$ cat src/rtl/flagAluPkg.sv
package flagAluPkg;

  typedef enum logic [3:0] {
    OP_ADD  = 4'd0,
    OP_ADC  = 4'd1,
    OP_SUB  = 4'd2,
    OP_SBB  = 4'd3,
    OP_INC  = 4'd4,
    OP_DEC  = 4'd5,
    OP_NEG  = 4'd6,
    OP_CMP  = 4'd7,
    OP_AND  = 4'd8,
    OP_OR   = 4'd9,
    OP_XOR  = 4'd10,
    OP_TEST = 4'd11,
    OP_NOT  = 4'd12,
    OP_MUL  = 4'd13,
    OP_IMUL = 4'd14,
    OP_RSVD = 4'd15
  } aluOp_e;

  typedef enum logic [1:0] {
    LOG_AND = 2'd0,
    LOG_OR  = 2'd1,
    LOG_XOR = 2'd2
  } logicSel_e;

  // bit 5 down to bit 0
  typedef struct packed {
    logic of;
    logic sf;
    logic zf;
    logic af;
    logic pf;
    logic cf;
  } aluFlags_t;

  typedef struct packed {
    logic      arith;
    logic      subtract;
    logic      useCarry;
    logic      bIsOne;
    logic      aIsZero;
    logic      keepCf;
    logic      logicOp;
    logicSel_e logicSel;
    logic      invertOnly;
    logic      mulOp;
    logic      mulSigned;
    logic      flagsHold;
    logic      writeRes;
  } ctrlStrobes_t;

endpackage

$ cat src/rtl/flagAluCtrl.sv
module flagAluCtrl
  import flagAluPkg::*;
(
  input  logic [3:0]   opcode,
  output ctrlStrobes_t strobes
);

  always_comb begin
    strobes          = '0;
    strobes.logicSel = LOG_AND;
    strobes.writeRes = 1'b1;
    case (aluOp_e'(opcode))
      OP_ADD:  strobes.arith = 1'b1;
      OP_ADC: begin
        strobes.arith    = 1'b1;
        strobes.useCarry = 1'b1;
      end
      OP_SUB: begin
        strobes.arith    = 1'b1;
        strobes.subtract = 1'b1;
      end
      OP_SBB: begin
        strobes.arith    = 1'b1;
        strobes.subtract = 1'b1;
        strobes.useCarry = 1'b1;
      end
      OP_INC: begin
        strobes.arith  = 1'b1;
        strobes.bIsOne = 1'b1;
        strobes.keepCf = 1'b1;
      end
      OP_DEC: begin
        strobes.arith    = 1'b1;
        strobes.subtract = 1'b1;
        strobes.bIsOne   = 1'b1;
        strobes.keepCf   = 1'b1;
      end
      OP_NEG: begin
        strobes.arith    = 1'b1;
        strobes.subtract = 1'b1;
        strobes.aIsZero  = 1'b1;
      end
      OP_CMP: begin
        strobes.arith    = 1'b1;
        strobes.subtract = 1'b1;
        strobes.writeRes = 1'b0;
      end
      OP_AND:  strobes.logicOp = 1'b1;
      OP_OR: begin
        strobes.logicOp  = 1'b1;
        strobes.logicSel = LOG_OR;
      end
      OP_XOR: begin
        strobes.logicOp  = 1'b1;
        strobes.logicSel = LOG_XOR;
      end
      OP_TEST: begin
        strobes.logicOp  = 1'b1;
        strobes.writeRes = 1'b0;
      end
      OP_NOT: begin
        strobes.invertOnly = 1'b1;
        strobes.flagsHold  = 1'b1;
      end
      OP_MUL:  strobes.mulOp = 1'b1;
      OP_IMUL: begin
        strobes.mulOp     = 1'b1;
        strobes.mulSigned = 1'b1;
      end
      default: begin
        strobes.flagsHold = 1'b1;
        strobes.writeRes  = 1'b0;
      end
    endcase
  end

endmodule

$ cat src/rtl/flagAluDatapath.sv
module flagAluDatapath
  import flagAluPkg::*;
#(
  parameter int W = 16
) (
  input  ctrlStrobes_t strobes,
  input  logic         wordMode,
  input  logic [W-1:0] opA,
  input  logic [W-1:0] opB,
  input  aluFlags_t    flagsIn,
  output logic [W-1:0] result,
  output logic [W-1:0] resultHigh,
  output aluFlags_t    flagsOut
);

  localparam int H  = W / 2;
  localparam int PW = 8;

  logic [W-1:0]   aIn, bIn;
  logic [W-1:0]   addA, addB, bEff;
  logic           cIn, c0, cOut, carry;
  logic [W:0]     sumW;
  logic [H:0]     sumH;
  logic [W-1:0]   addRes;
  logic           auxCarry, ovf;
  logic           aMsb, bMsb, rMsb;
  logic [W-1:0]   logicRes;
  logic [2*W-1:0] mulA, mulB, prod;
  logic [W-1:0]   mulLo, mulHi;
  logic           hiSignificant;
  logic [W-1:0]   res;
  logic           resSign, resZero, resParity;

  // operand width masking
  always_comb begin
    aIn = wordMode ? opA : {{(W-H){1'b0}}, opA[H-1:0]};
    bIn = wordMode ? opB : {{(W-H){1'b0}}, opB[H-1:0]};
  end

  // shared adder / subtractor
  always_comb begin
    addA   = strobes.aIsZero ? '0 : aIn;
    addB   = strobes.aIsZero ? aIn : (strobes.bIsOne ? W'(1) : bIn);
    bEff   = strobes.subtract ? ~addB : addB;
    cIn    = strobes.useCarry & flagsIn.cf;
    c0     = strobes.subtract ^ cIn;
    sumW   = {1'b0, addA} + {1'b0, bEff} + (W+1)'(c0);
    sumH   = {1'b0, addA[H-1:0]} + {1'b0, bEff[H-1:0]} + (H+1)'(c0);
    addRes = wordMode ? sumW[W-1:0] : {{(W-H){1'b0}}, sumH[H-1:0]};
    cOut   = wordMode ? sumW[W] : sumH[H];
    carry  = strobes.subtract ^ cOut;
    auxCarry = addA[4] ^ addB[4] ^ addRes[4];
    aMsb   = wordMode ? addA[W-1]   : addA[H-1];
    bMsb   = wordMode ? bEff[W-1]   : bEff[H-1];
    rMsb   = wordMode ? addRes[W-1] : addRes[H-1];
    ovf    = (aMsb == bMsb) && (rMsb != aMsb);
  end

  // bitwise unit
  always_comb begin
    case (strobes.logicSel)
      LOG_OR:  logicRes = aIn | bIn;
      LOG_XOR: logicRes = aIn ^ bIn;
      default: logicRes = aIn & bIn;
    endcase
  end

  // multiplier: operands extended to 2W, product kept to 2W bits
  always_comb begin
    if (!strobes.mulSigned) begin
      mulA = {{W{1'b0}}, aIn};
      mulB = {{W{1'b0}}, bIn};
    end else if (wordMode) begin
      mulA = {{W{aIn[W-1]}}, aIn};
      mulB = {{W{bIn[W-1]}}, bIn};
    end else begin
      mulA = {{(2*W-H){aIn[H-1]}}, aIn[H-1:0]};
      mulB = {{(2*W-H){bIn[H-1]}}, bIn[H-1:0]};
    end
    prod  = mulA * mulB;
    mulLo = wordMode ? prod[W-1:0]   : {{(W-H){1'b0}}, prod[H-1:0]};
    mulHi = wordMode ? prod[2*W-1:W] : {{(W-H){1'b0}}, prod[W-1:H]};
    if (!strobes.mulSigned)
      hiSignificant = (mulHi != '0);
    else if (wordMode)
      hiSignificant = (mulHi != {W{mulLo[W-1]}});
    else
      hiSignificant = (mulHi[H-1:0] != {H{mulLo[H-1]}});
  end

  // result select
  always_comb begin
    if (strobes.arith)           res = addRes;
    else if (strobes.logicOp)    res = logicRes;
    else if (strobes.invertOnly) res = wordMode ? ~aIn : {{(W-H){1'b0}}, ~aIn[H-1:0]};
    else if (strobes.mulOp)      res = mulLo;
    else                         res = '0;
    result     = res;
    resultHigh = strobes.mulOp ? mulHi : '0;
  end

  // flag generation
  always_comb begin
    resSign   = wordMode ? res[W-1] : res[H-1];
    resZero   = (res == '0);
    resParity = ~^res[PW-1:0];
    flagsOut  = flagsIn;
    if (!strobes.flagsHold) begin
      flagsOut.pf = resParity;
      flagsOut.sf = resSign;
      flagsOut.zf = resZero;
      if (strobes.arith) begin
        flagsOut.cf = strobes.keepCf ? flagsIn.cf : carry;
        flagsOut.af = auxCarry;
        flagsOut.of = ovf;
      end else if (strobes.mulOp) begin
        flagsOut.cf = hiSignificant;
        flagsOut.of = hiSignificant;
        flagsOut.af = 1'b0;
      end else begin
        flagsOut.cf = 1'b0;
        flagsOut.of = 1'b0;
        flagsOut.af = 1'b0;
      end
    end
  end

endmodule

$ cat src/rtl/flagAlu.sv
module flagAlu
  import flagAluPkg::*;
#(
  parameter int W = 16
) (
  input  logic [W-1:0] opA,
  input  logic [W-1:0] opB,
  input  logic         wordMode,
  input  logic [3:0]   opcode,
  input  logic [5:0]   flagsIn,
  output logic [W-1:0] result,
  output logic [W-1:0] resultHigh,
  output logic         writeEn,
  output logic [5:0]   flagsOut
);

  ctrlStrobes_t strobes;
  aluFlags_t    flagsNew;

  flagAluCtrl uCtrl (
    .opcode  (opcode),
    .strobes (strobes)
  );

  flagAluDatapath #(.W(W)) uData (
    .strobes    (strobes),
    .wordMode   (wordMode),
    .opA        (opA),
    .opB        (opB),
    .flagsIn    (aluFlags_t'(flagsIn)),
    .result     (result),
    .resultHigh (resultHigh),
    .flagsOut   (flagsNew)
  );

  assign writeEn  = strobes.writeRes;
  assign flagsOut = flagsNew;

endmodule

$ cat config.mk
export PLATFORM = sky130hd
export DESIGN_NAME = flagAlu
export DESIGN_NICKNAME = d
export VERILOG_FILES = /design/src/rtl/flagAluPkg.sv /design/src/rtl/flagAluCtrl.sv /design/src/rtl/flagAluDatapath.sv /design/src/rtl/flagAlu.sv
export SDC_FILE = /design/constraint.sdc
export NUM_CORES = 1
export LEC_CHECK = 0
export ABC_AREA = 0
export BUFFER_PORTS_ARGS = -buffer_cell sky130_fd_sc_hd__buf_2
export CORE_MARGIN = 2
export CORE_UTILIZATION = 52
export DETAILED_ROUTE_END_ITERATION = 8
export PLACE_DENSITY_LB_ADDON = 0.08
export SLEW_MARGIN = 0
export SYNTH_ARGS = -nofsm -noshare
export SYNTH_HDL_FRONTEND = slang
export SYNTH_SLANG_ARGS = --single-unit
$ cat constraint.sdc
create_clock -name vclk -period 16.7
set_input_delay 2.505 -clock vclk [all_inputs]
set_output_delay 2.505 -clock vclk [all_outputs]
set_load 0.1 [all_outputs]
# After elaboration in Yosys (flattened, before gate mapping)
# Index checks and enable logic that the tools add are counted.
totals:
  elab_cells: 93
  inputBits: 43
  ram_bits: 0
  latchBits: 0
  memories: 0
  output_inout_bits: 39
  mem_bits_ro: 0
  regBits: 0
classes:
  n_shift: 0
  mul: 1
  n_reduce_logical: 13
  order_cmp: 0
  bitwise: 11
  n_div: 0
  add_sub_neg: 4
  mux: 44
  n_eq_ne: 20
ops:
  columns: ["cell", "count"]
  rows:
  - ["$mux 16", 15]
  - ["$mux 32", 4]
  - ["$mul 32x32->32", 1]
  - ["$not 16->16", 2]
  - ["$pmux 16 s2", 1]
  - ["$eq 4x4->1 const B", 7]
  - ["$mux 1", 22]
  - ["$add 16x16->17", 1]
  - ["$add 17x1->17", 1]
  - ["$and 16x16->16", 1]
  - ["$eq 4x3->1 const B", 4]
  - ["$logic_not 16->1", 1]
  - ["$ne 16x16->1", 1]
  - ["$or 16x16->16", 1]
  - ["$reduce_bool 16->1", 1]
  - ["$xor 16x16->16", 1]
  - ["$reduce_or 14->1", 1]
  - ["$reduce_or 13->1", 1]
  - ["$add 8x8->9", 1]
  - ["$add 9x1->9", 1]
  - ["$eq 4x2->1 const B", 2]
  - ["$ne 8x8->1", 1]
  - ["$not 8->8", 1]
  - ["$reduce_or 8->1", 1]
  - ["other kinds (15)", 20]

# Depth between registers and ports, before layout
logic_depth:
  word_depth: 15
  depth_mapped: 36
  depth_no_buf: 32

# By module
# From an unflattened synthesis, not the netlist that was laid out.
hier_totals:
  hier_cells: 1903
  hier_area_um2: 16064.2
by_module_without_submodules:
  columns: ["mod", "cells_each", "area_each_um2", "instances", "seq_area_each_um2"]
  rows:
  - ["flagAluDatapath", 1884, 15955.3, 1, 0.0]
  - ["flagAluCtrl", 19, 108.9, 1, 0.0]

# Worst setup path before layout
# OpenSTA, ideal clock, no wires.
synth_path:
  path_kind: "input port to output port"
  start: "input port wordMode"
  end: "output port flagsOut[3]"
  path_slack_ps: 462
  required_ps: 14195
  n_path_buf: 6
  path_stages: 31
  t_arrival_ps: 13733
  cell_sequence: "clkbuf_1 -> clkbuf_1 -> buf_1 -> clkbuf_1 -> buf_1 -> nand2_1 -> inv_1 -> nor2_1 -> clkbuf_1 -> nor2_1 -> fa_1 -> inv_1 -> fa_1 -> fa_1 -> fa_1 -> inv_1 -> ha_1 -> ha_1 -> inv_1 -> fa_1 -> fa_1 -> inv_1 -> ha_1 -> a21oi_1 -> o21ai_0 -> xor2_1 -> a21oi_1 -> o21ai_0 -> nor4_1 -> nand2_1 -> o41ai_1"
synth_via:
  elab_chain_cells: 11
  elab_cells_between_ends: 28
  cone_classes: "2 x add/sub; 1 x mul; 19 x mux; 5 x bitwise; 1 x reduce/logical"
synth_rtl:
  columns: ["element", "line_no", "rtl"]
  rows:
  - ["start: declaration", "flagAlu.sv:8", "input logic wordMode,"]
  - ["$mux 16 (on tied branches)", "flagAluDatapath.sv:36, flagAluDatapath.sv:37", null]
  - ["$mux 32 / $mux 16 (equally long branches)", "flagAluDatapath.sv:73, flagAluDatapath.sv:43", null]
  - ["$mux 32 / $mux 16 (equally long branches)", "flagAluDatapath.sv:70, flagAluDatapath.sv:43", null]
  - ["$mul 32x32->32 / $not 16->16 (equally long branches)", "flagAluDatapath.sv:80, flagAluDatapath.sv:44", null]
  - ["$mux 16 (on tied branches)", "flagAluDatapath.sv:81, flagAluDatapath.sv:44", null]
  - ["$mux 16 / $add 16x16->17 (equally long branches)", "flagAluDatapath.sv:96, flagAluDatapath.sv:47", null]
  - ["$mux 16 / $add 17x1->17 (equally long branches)", "flagAluDatapath.sv:95, flagAluDatapath.sv:47", null]
  - ["$mux 16 (on tied branches)", "flagAluDatapath.sv:94, flagAluDatapath.sv:49", null]
  - ["$mux 16 *", "flagAluDatapath.sv:93", "if (strobes.arith) res = addRes;"]
  - ["named net result[12]", "flagAlu.sv:11", "output logic [W-1:0] result,"]
  - ["$logic_not 16->1 *", "flagAluDatapath.sv:105", "resZero = (res == '0);"]
  - ["$mux 6 *", "flagAluDatapath.sv:108", "if (!strobes.flagsHold) begin"]
  - ["end: declaration", "flagAlu.sv:14", "output logic [5:0] flagsOut"]
# Mark *: on every way through the listed nets, which the timed path passes. The rest lies on a longest branch.

# Worst setup path after layout
layout_path:
  start: "input port wordMode"
  end: "output port flagsOut[5]"
layout_via:
  elab_chain_cells: 13
  elab_cells_between_ends: 31
  cone_classes: "2 x add/sub; 1 x mul; 4 x eq/ne; 21 x mux; 1 x bitwise; 2 x reduce/logical"
layout_rtl:
  columns: ["element", "line_no", "rtl"]
  rows:
  - ["parallel branches: the longest is 11 deep, another holds $mul 32x32->32", null, null]
  - ["$mux 1 *", "flagAluDatapath.sv:112", "if (strobes.arith) begin"]
  - ["$mux 6 *", "flagAluDatapath.sv:108", null]
# Mark *: on every way between the ends.

==> flow_metrics.tcl <==
set metrics [dict create \
    first_pass_iters 6 \
    fmax_mhz 65.1 \
    drive_above_1_share_pct 6.23 \
    synth.distinct_cells 77 \
    postCtsSetupRepairBufs 0 \
    die_h_um 179 \
    synth_cells 1912 \
    status "completed" \
    n_sequential_cell 0 \
    drv_cap 0 \
    core_um2 29900 \
    yosysMostFrequentCell "inv_1" \
    crit_top_cell "fa_1" \
    initial_core_util_pct 53.2 \
    setup_violations 0 \
    syn_nets 2475 \
    crit_slowest_cell "nor2_1" \
    routabilityCongestion 0.994 \
    grt_pass1_vias 14060 \
    max_stage_delay_ns 1.07 \
    report.final.slew_viol_count 0 \
    timing.slew.headroom_pct 4.23 \
    io_pins 82 \
    die_area_um2 32000 \
    wirelength_um 54200 \
    top_usage_layer "met2" \
    cp-end-kind "primary output" \
    seq_area_frac_synth_pct 0 \
    cp.arrival_ns 12.87 \
    hold_violations 0 \
    avgSynthCellArea_um2 8.31 \
    grt_max_degree 49 \
    drt-initial-drc-count 1110 \
    finalCritPeriodShare_pct 92.0 \
    synth_top_cell_area_share_pct 43.7 \
    synth_area_leaders "fa_1 44%, ha_1 14%, inv_1 9.6%" \
    use_met3_pct 4.26 \
    min_path_type "input port to primary output" \
    dr_total_vias 13476 \
    yosys_warnings 0 \
    seq_area_um2 0 \
    wire_per_inst_um 23.3 \
    criticalPathCategory "input port to primary output" \
    ctsResizeCount 0 \
    die_w_um 179 \
    drc 0 \
    nClkBuffers 0 \
    synth_area_um2 15900 \
    synthTopCellsByCount "407 x inv_1, 347 x fa_1, 256 x nor2_1, 202 x nand2_1, 173 x ha_1" \
    grtUsageTotal_pct 35.5 \
    rows 63 \
    dp_hpwl_um 45500 \
    antenna_found_initial 0 \
    crit_fanout 48 \
    area_delta_synth_final_pct 4.71 \
    required_ns 14.20 \
    nets 2506 \
    final.min_clock_period_ns 15.37 \
    grt_overflow 0 \
    worst_pin_slew_ns 1.43 \
    synth_top_area_cell "fa_1" \
    use_met1_pct 45.9 \
    grt_pass1_wl_um 83400 \
    start_kind "input port" \
    finalSetupTns_ns 0 \
    ant_nets 0 \
    grtUsageMet2_pct 59.2 \
    postCtsHoldBufs 0 \
    rsz0062_at_grt "false" \
    viasPerCell 5.78 \
    port_buffers 82 \
]
==> layout make-up <==
cell class / count / area [um^2]
fill: 2884 / 13200
tap: 390 / 488
antenna: 1 / 2.50
inverter: 414 / 1550
multi-input combinational: 1429 / 14100
timing repair buffer: 98 / 531
==> layout by cell type (no fill, tap or decap), types with 4 or more instances in the layout <==
cell type,instances
nand3_1,13
buf_4,16
mux2_2,4
o31ai_1,4
o21bai_1,4
nand4_1,10
fa_1,347
o21a_1,8
and2_1,11
a311oi_1,9
nor2_1,256
o211ai_1,9
xor2_1,37
a21o_1,19
o21ai_0,31
o22ai_1,24
nor2b_1,12
buf_2,82
o221ai_1,4
nor3_1,15
or3_1,10
nor4_1,6
inv_2,6
xnor2_1,51
a211oi_1,11
a21oi_1,52
a31oi_1,6
ha_1,173
a22oi_1,6
nand2b_1,27
nand2_1,202
inv_1,407
==> kinds of logic after synthesis <==
logic type / synth area share (%)
xor+xnor: 4.85
simple gates: 15.8
fa+ha+maj: 57.4
mux: 0.410
compound gates: 10.1
buf+inv: 11.5
==> worst max-delay path: cells and delay by family <==
kind | cells | cell delay [ns]
and+or+nand+nor | 7 | 2.29
AOI/OAI and AO/OA | 7 | 1.83
muxes | 1 | 0.41
buffers and inverters | 7 | 1.74
adders and majority gates | 9 | 4.06
==> final timing paths <==
kind                 endpoint  cells past startpoint  startpoint
setup / recovery  flagsOut[5]                     31    wordMode
hold / removal    flagsOut[1]                      4  flagsIn[1]
==> metal layers <==
| layer | routed length, um | up-vias |
|---|---|---|
| met3 | 3800 | 149 |
| met4 | 3460 | 0 |
| met2 | 25800 | 599 |
| met1 | 21100 | 6747 |
| met5 | 0 | - |
| li1 | - | 5981 |
==> per-stage QoR <==
stage | hold slack (ns) | cells | setup WS, ns | area (um^2) | utilization [%]
2_1_floorplan | 5.55 | 1912 | 0.462 | 15900 | -
3_3_place_gp | 5.48 | 2331 | 1.66 | 16600 | 55.7
3_5_place_dp | 5.49 | 2331 | 1.59 | 16600 | 55.7
4_1_cts | 5.49 | 2331 | 1.57 | 16600 | 55.7
5_1_grt | 5.54 | 2331 | 0.984 | 16600 | 55.7
6_report | 5.48 | 2332 | 1.33 | 16600 | 55.7
